## src/rtl/csdec_pkg.sv

```systemverilog
package csdec_pkg;
  localparam int NUM_SEL = 8;
  localparam int ADDR_W  = 16;

  typedef struct packed {
    logic [NUM_SEL-1:0] selMode;  // pin is in chip select mode
    logic [NUM_SEL-1:0] phaseOk;  // timing class and bus state allow assertion
  } csStrobes_t;

  localparam logic [NUM_SEL*ADDR_W-1:0] DEF_LO = {
    16'h8000, 16'h4000, 16'h2000, 16'h1000,
    16'h0800, 16'h0400, 16'h0200, 16'h0100
  };
  localparam logic [NUM_SEL*ADDR_W-1:0] DEF_HI = {
    16'hFFFF, 16'h7FFF, 16'h3FFF, 16'h1FFF,
    16'h0FFF, 16'h07FF, 16'h03FF, 16'h01FF
  };
  localparam logic [NUM_SEL-1:0] DEF_CLOCKED = 8'hF8;
endpackage

```

## src/rtl/csdec_window_match.sv

```systemverilog
module csdec_window_match
  import csdec_pkg::*;
#(
  parameter logic [NUM_SEL*ADDR_W-1:0] BLOCK_LO = DEF_LO,
  parameter logic [NUM_SEL*ADDR_W-1:0] BLOCK_HI = DEF_HI
) (
  input  logic [ADDR_W-1:0]  addr,
  output logic [NUM_SEL-1:0] inBlock
);
  for (genvar g = 0; g < NUM_SEL; g++) begin : gWin
    localparam logic [ADDR_W-1:0] LO = BLOCK_LO[g*ADDR_W +: ADDR_W];
    localparam logic [ADDR_W-1:0] HI = BLOCK_HI[g*ADDR_W +: ADDR_W];
    assign inBlock[g] = (addr >= LO) && (addr <= HI);
  end

  // windows must not overlap
  always_comb begin
    p_single_block_r9: assert ($onehot0(inBlock))
      else $error("address hits more than one window");
  end
endmodule

```

## src/rtl/csdec_select_ctrl.sv

```systemverilog
module csdec_select_ctrl
  import csdec_pkg::*;
#(
  parameter logic [NUM_SEL-1:0] CLOCKED_MASK = DEF_CLOCKED,
  parameter int                 FORCE_IDX    = 7,
  parameter int                 FORCE_BIT    = 7
) (
  input  logic               phi2,
  input  logic               busActive,
  input  logic [NUM_SEL-1:0] selEnable,
  input  logic [7:0]         busCtrl,
  output csStrobes_t         strobes
);
  for (genvar g = 0; g < NUM_SEL; g++) begin : gCtl
    if (g == FORCE_IDX) begin : gForced
      assign strobes.selMode[g] = selEnable[g] | busCtrl[FORCE_BIT];
    end else begin : gPlain
      assign strobes.selMode[g] = selEnable[g];
    end
    if (CLOCKED_MASK[g]) begin : gClocked
      assign strobes.phaseOk[g] = busActive & phi2;
    end else begin : gFree
      assign strobes.phaseOk[g] = busActive;
    end
  end

  always_comb begin
    p_onchip_blocks_r8: assert (busActive || strobes.phaseOk == '0)
      else $error("phase permit raised for on-chip access");
  end
endmodule

```

## src/rtl/csdec_pin_datapath.sv

```systemverilog
module csdec_pin_datapath
  import csdec_pkg::*;
(
  input  csStrobes_t         strobes,
  input  logic [NUM_SEL-1:0] inBlock,
  input  logic [NUM_SEL-1:0] portData,
  output logic [NUM_SEL-1:0] pinOut,
  output logic [NUM_SEL-1:0] pinIsSelect
);
  logic [NUM_SEL-1:0] selAsserted;

  for (genvar g = 0; g < NUM_SEL; g++) begin : gPin
    assign selAsserted[g] = strobes.selMode[g] & strobes.phaseOk[g] & inBlock[g];
    assign pinOut[g]      = strobes.selMode[g] ? ~selAsserted[g] : portData[g];
  end
  assign pinIsSelect = strobes.selMode;

  always_comb begin
    p_one_low_r9: assert ($onehot0(~pinOut & pinIsSelect))
      else $error("more than one select low");
  end
endmodule

```

## src/rtl/chip_select_decoder.sv

```systemverilog
module chip_select_decoder
  import csdec_pkg::*;
#(
  parameter logic [NUM_SEL*ADDR_W-1:0] BLOCK_LO     = DEF_LO,
  parameter logic [NUM_SEL*ADDR_W-1:0] BLOCK_HI     = DEF_HI,
  parameter logic [NUM_SEL-1:0]        CLOCKED_MASK = DEF_CLOCKED,
  parameter int                        FORCE_IDX    = 7,
  parameter int                        FORCE_BIT    = 7
) (
  input  logic [15:0] addr,
  input  logic        phi2,
  input  logic        busActive,
  input  logic [7:0]  selEnable,
  input  logic [7:0]  busCtrl,
  input  logic [7:0]  portData,
  output logic [7:0]  pinOut,
  output logic [7:0]  pinIsSelect
);
  logic [NUM_SEL-1:0] inBlock;
  csStrobes_t         strobes;

  csdec_window_match #(.BLOCK_LO(BLOCK_LO), .BLOCK_HI(BLOCK_HI)) uWin (
    .addr(addr), .inBlock(inBlock)
  );

  csdec_select_ctrl #(
    .CLOCKED_MASK(CLOCKED_MASK), .FORCE_IDX(FORCE_IDX), .FORCE_BIT(FORCE_BIT)
  ) uCtl (
    .phi2(phi2), .busActive(busActive), .selEnable(selEnable),
    .busCtrl(busCtrl), .strobes(strobes)
  );

  csdec_pin_datapath uDp (
    .strobes(strobes), .inBlock(inBlock), .portData(portData),
    .pinOut(pinOut), .pinIsSelect(pinIsSelect)
  );

  always_comb begin
    p_clocked_phase_r5: assert (phi2 || ((~pinOut & pinIsSelect & CLOCKED_MASK) == '0))
      else $error("clocked select low in low phase");
    p_offchip_quiet_r8: assert (busActive || ((~pinOut & pinIsSelect) == '0))
      else $error("select low during on-chip access");
    p_forced_mode_r4: assert (!busCtrl[FORCE_BIT] || pinIsSelect[FORCE_IDX])
      else $error("forced select not in select mode");
    p_port_pass_r7: assert (((pinOut ^ portData) & ~pinIsSelect) == '0)
      else $error("non-select pin differs from port data");
  end
endmodule

```

## config.mk

```make
export PLATFORM = sky130hd
export DESIGN_NAME = chip_select_decoder
export DESIGN_NICKNAME = d
export VERILOG_FILES = /design/src/rtl/csdec_pkg.sv /design/src/rtl/csdec_window_match.sv /design/src/rtl/csdec_select_ctrl.sv /design/src/rtl/csdec_pin_datapath.sv /design/src/rtl/chip_select_decoder.sv
export SDC_FILE = /design/constraint.sdc
export NUM_CORES = 1
export LEC_CHECK = 0
export BUFFER_PORTS_ARGS = -buffer_cell sky130_fd_sc_hd__buf_2
export CAP_MARGIN = 20
export CORE_AREA = 2 2 39 41
export DETAILED_ROUTE_END_ITERATION = 10
export DIE_AREA = 0 0 41 43
export PLACE_DENSITY_LB_ADDON = 0.3
export RECOVER_POWER = 25
export SLEW_MARGIN = 20
export SYNTH_ARGS = -nofsm -noshare
export SYNTH_HDL_FRONTEND = slang
export SYNTH_HIERARCHICAL = 1
export SYNTH_SLANG_ARGS = --single-unit
```

## constraint.sdc

```tcl
create_clock -name vclk -period 1.2
set_input_delay 0.24 -clock vclk [all_inputs]
set_output_delay 0.24 -clock vclk [all_outputs]
set_load 0.02 [all_outputs]
```

==> impl_metrics.ini <==
[logic_synthesis]
synth.net_count = 92
synth_area_um2 = 335
ys_warn_count = 6
ys_seq_area_frac = 0
syn_area_per_cell_um2 = 6.71
syn_inst = 50
synth_cell_types = 14

[job]
drv_cap = 0

[detailed_routing]
met2_wirelength_um = 438
drc = 0
drtPass1Iterations = 3
ant_nets = 0
drtIter0Drc = 4
routedWlPerCell_um = 9.10
highest-signal-layer = met3
routed-wl-met3_um = 87
wl_um = 819
dr_total_vias = 378
wl_met1_um = 293
via_per_inst = 4.20

[sta]
worstMarginPinSlew_ns = 0.244
fmax_ghz = 0.750
slew_violations = 0
relSlewSlack = 0.836
rsz0062_at_grt = yes
final-hold-violation-count = 0
setup_violations = 4
post-route-period-util = 1.11
holdWs_ns = 0.728
setup_slack_ns = -0.133
fin_crit_ns = 1.33

[final_layout]
nFillCells = 167
drive_above_1_share = 0.703
regArea_um2 = 0
seq_cells = 0
antenna_cells = 0
postLayoutCoreUtil = 0.353
nClkBuffers = 0
nets = 118
syn2layout_area_growth_pct = 45.5

[placement]
preCtsSetupSlack_ns = -0.204
gp_congestion = 0.549
port_buffers = 43

[setup_path]
crit_end = pinOut[0]
cp.required_ns = 0.96
worst_ep_arrival_time_ns = 1.09
path_max_fanout = 4
critPathKind = in -> out
setup.worst_path.start = addr[15]
cp-start-kind = input port
end_kind = output pin

[hold_path]
hp-class = in -> out
holdPathStages = 2

[floorplan]
die_y_um = 43
die-area_um2 = 1760
core_region_area_um2 = 1380
die_w_um = 41
ios = 58
std_cell_rows = 14
start_util = 0.242

[global_route]
grt_pass1_vias = 310
grt_use_total = 0.0829
grt_pass1_wl_um = 1090
antenna_found_initial = 0
grt-ovfl-total = 0
grt_max_degree = 6

[run_status]
outcome = finished with violations
violations = setup timing

[clock_network]
cts-hold-fix-buffers = 0

[power]
irDropWorstVdd_mv = 0.0960
powerDensity_nw_per_um2 = 365
p_leak_nw = 0.254
==> area by class of cell <==
class,instances,area [um^2],area share
well taps,16,20.0,0.0410
multi-input cells,27,198,0.405
repair buffers,47,270,0.554
==> how the worst min path moves through the flow <==
| stage | slack [ns] | end | start |
|---|---|---|---|
| after floorplan | 0.65 | pinOut[0] | portData[0] |
| after global placement | 0.73 | pinIsSelect[4] | selEnable[4] |
| after detailed placement | 0.73 | pinIsSelect[2] | selEnable[2] |
| after CTS | 0.73 | pinIsSelect[2] | selEnable[2] |
| after global routing | 0.75 | pinIsSelect[4] | selEnable[4] |
| final | 0.73 | pinIsSelect[4] | selEnable[4] |
==> logic make-up after synthesis <==
logic type             share of synthesized area
buffers and inverters                      0.504
AO/OA/AOI/OAI                              0.149
AND/OR/NAND/NOR                            0.347
==> layer usage <==
| metal | GRT usage | vias up |
|---|---|---|
| li1 | - | 200 |
| met5 | 0 | - |
| met2 | 0.175 | 23 |
| met1 | 0.0854 | 155 |
| met4 | 0 | 0 |
| met3 | 0 | 0 |
==> worst max-delay path, cell delays in order <==
cell     delay, ns
buf_8         0.10
nor4_4        0.30
and4b_1       0.23
a31oi_1       0.07
buf_2         0.16
==> cell usage after synthesis <==
| master | instances | area, um^2 |
|---|---|---|
| or2_1 | 1 | 6.26 |
| and3_2 | 1 | 7.51 |
| nor4_2 | 1 | 12.5 |
| nor2b_1 | 1 | 6.26 |
| nor4b_1 | 1 | 8.76 |
| and4b_1 | 1 | 10.0 |
| buf_4 | 22 | 165 |
| nor3b_1 | 1 | 7.51 |
| and2_2 | 1 | 7.51 |
| a31oi_1 | 8 | 50.1 |
| clkbuf_1 | 1 | 3.75 |
| and3b_2 | 1 | 10.0 |
| and2_1 | 1 | 6.26 |
| nor2_1 | 9 | 33.8 |
==> power breakdown <==
part           total, mW  internal [mW]  switching, mW
registers              0              0              0
clock network          0              0              0
logic              0.178         0.0862         0.0917
total              0.178         0.0862         0.0917
==> stage by stage <==
| stage | std cells | total power [mW] | instance area, um^2 | setup TNS [ns] |
|---|---|---|---|---|
| finish | 90 | 0.178 | 488 | -0.501 |
| global route | 90 | 0.194 | 488 | -0.730 |
| CTS | 90 | 0.176 | 479 | -0.519 |
| detailed placement | 89 | 0.157 | 424 | -0.765 |
| global placement | 89 | 0.155 | 424 | -0.809 |
| floorplan | 50 | 0.124 | 335 | 0 |
==> repair_timing <==
action,4_1_cts,5_1_grt
gates resized for setup,10,5
setup endpoints to repair,6,7
pin swaps,3,2
buffers inserted,1,0
==> layout by cell type, fill, tap and decap left out, drive strengths merged <==
| cell type | netlist | layout |
|---|---|---|
| buf | 22 | 45 |
| nor2 | 9 | 9 |
| a31oi | 8 | 8 |
| clkbuf | 1 | 2 |
| and2 | 2 | 2 |
| or2 | 1 | 1 |
| nor4 | 1 | 1 |
| nor4b | 1 | 1 |
| nor3b | 1 | 1 |
| and4b | 1 | 1 |
| nor2b | 1 | 1 |
| and3 | 1 | 1 |
| and3b | 1 | 1 |
No activity file was read; power rests on OpenSTA's default activity.
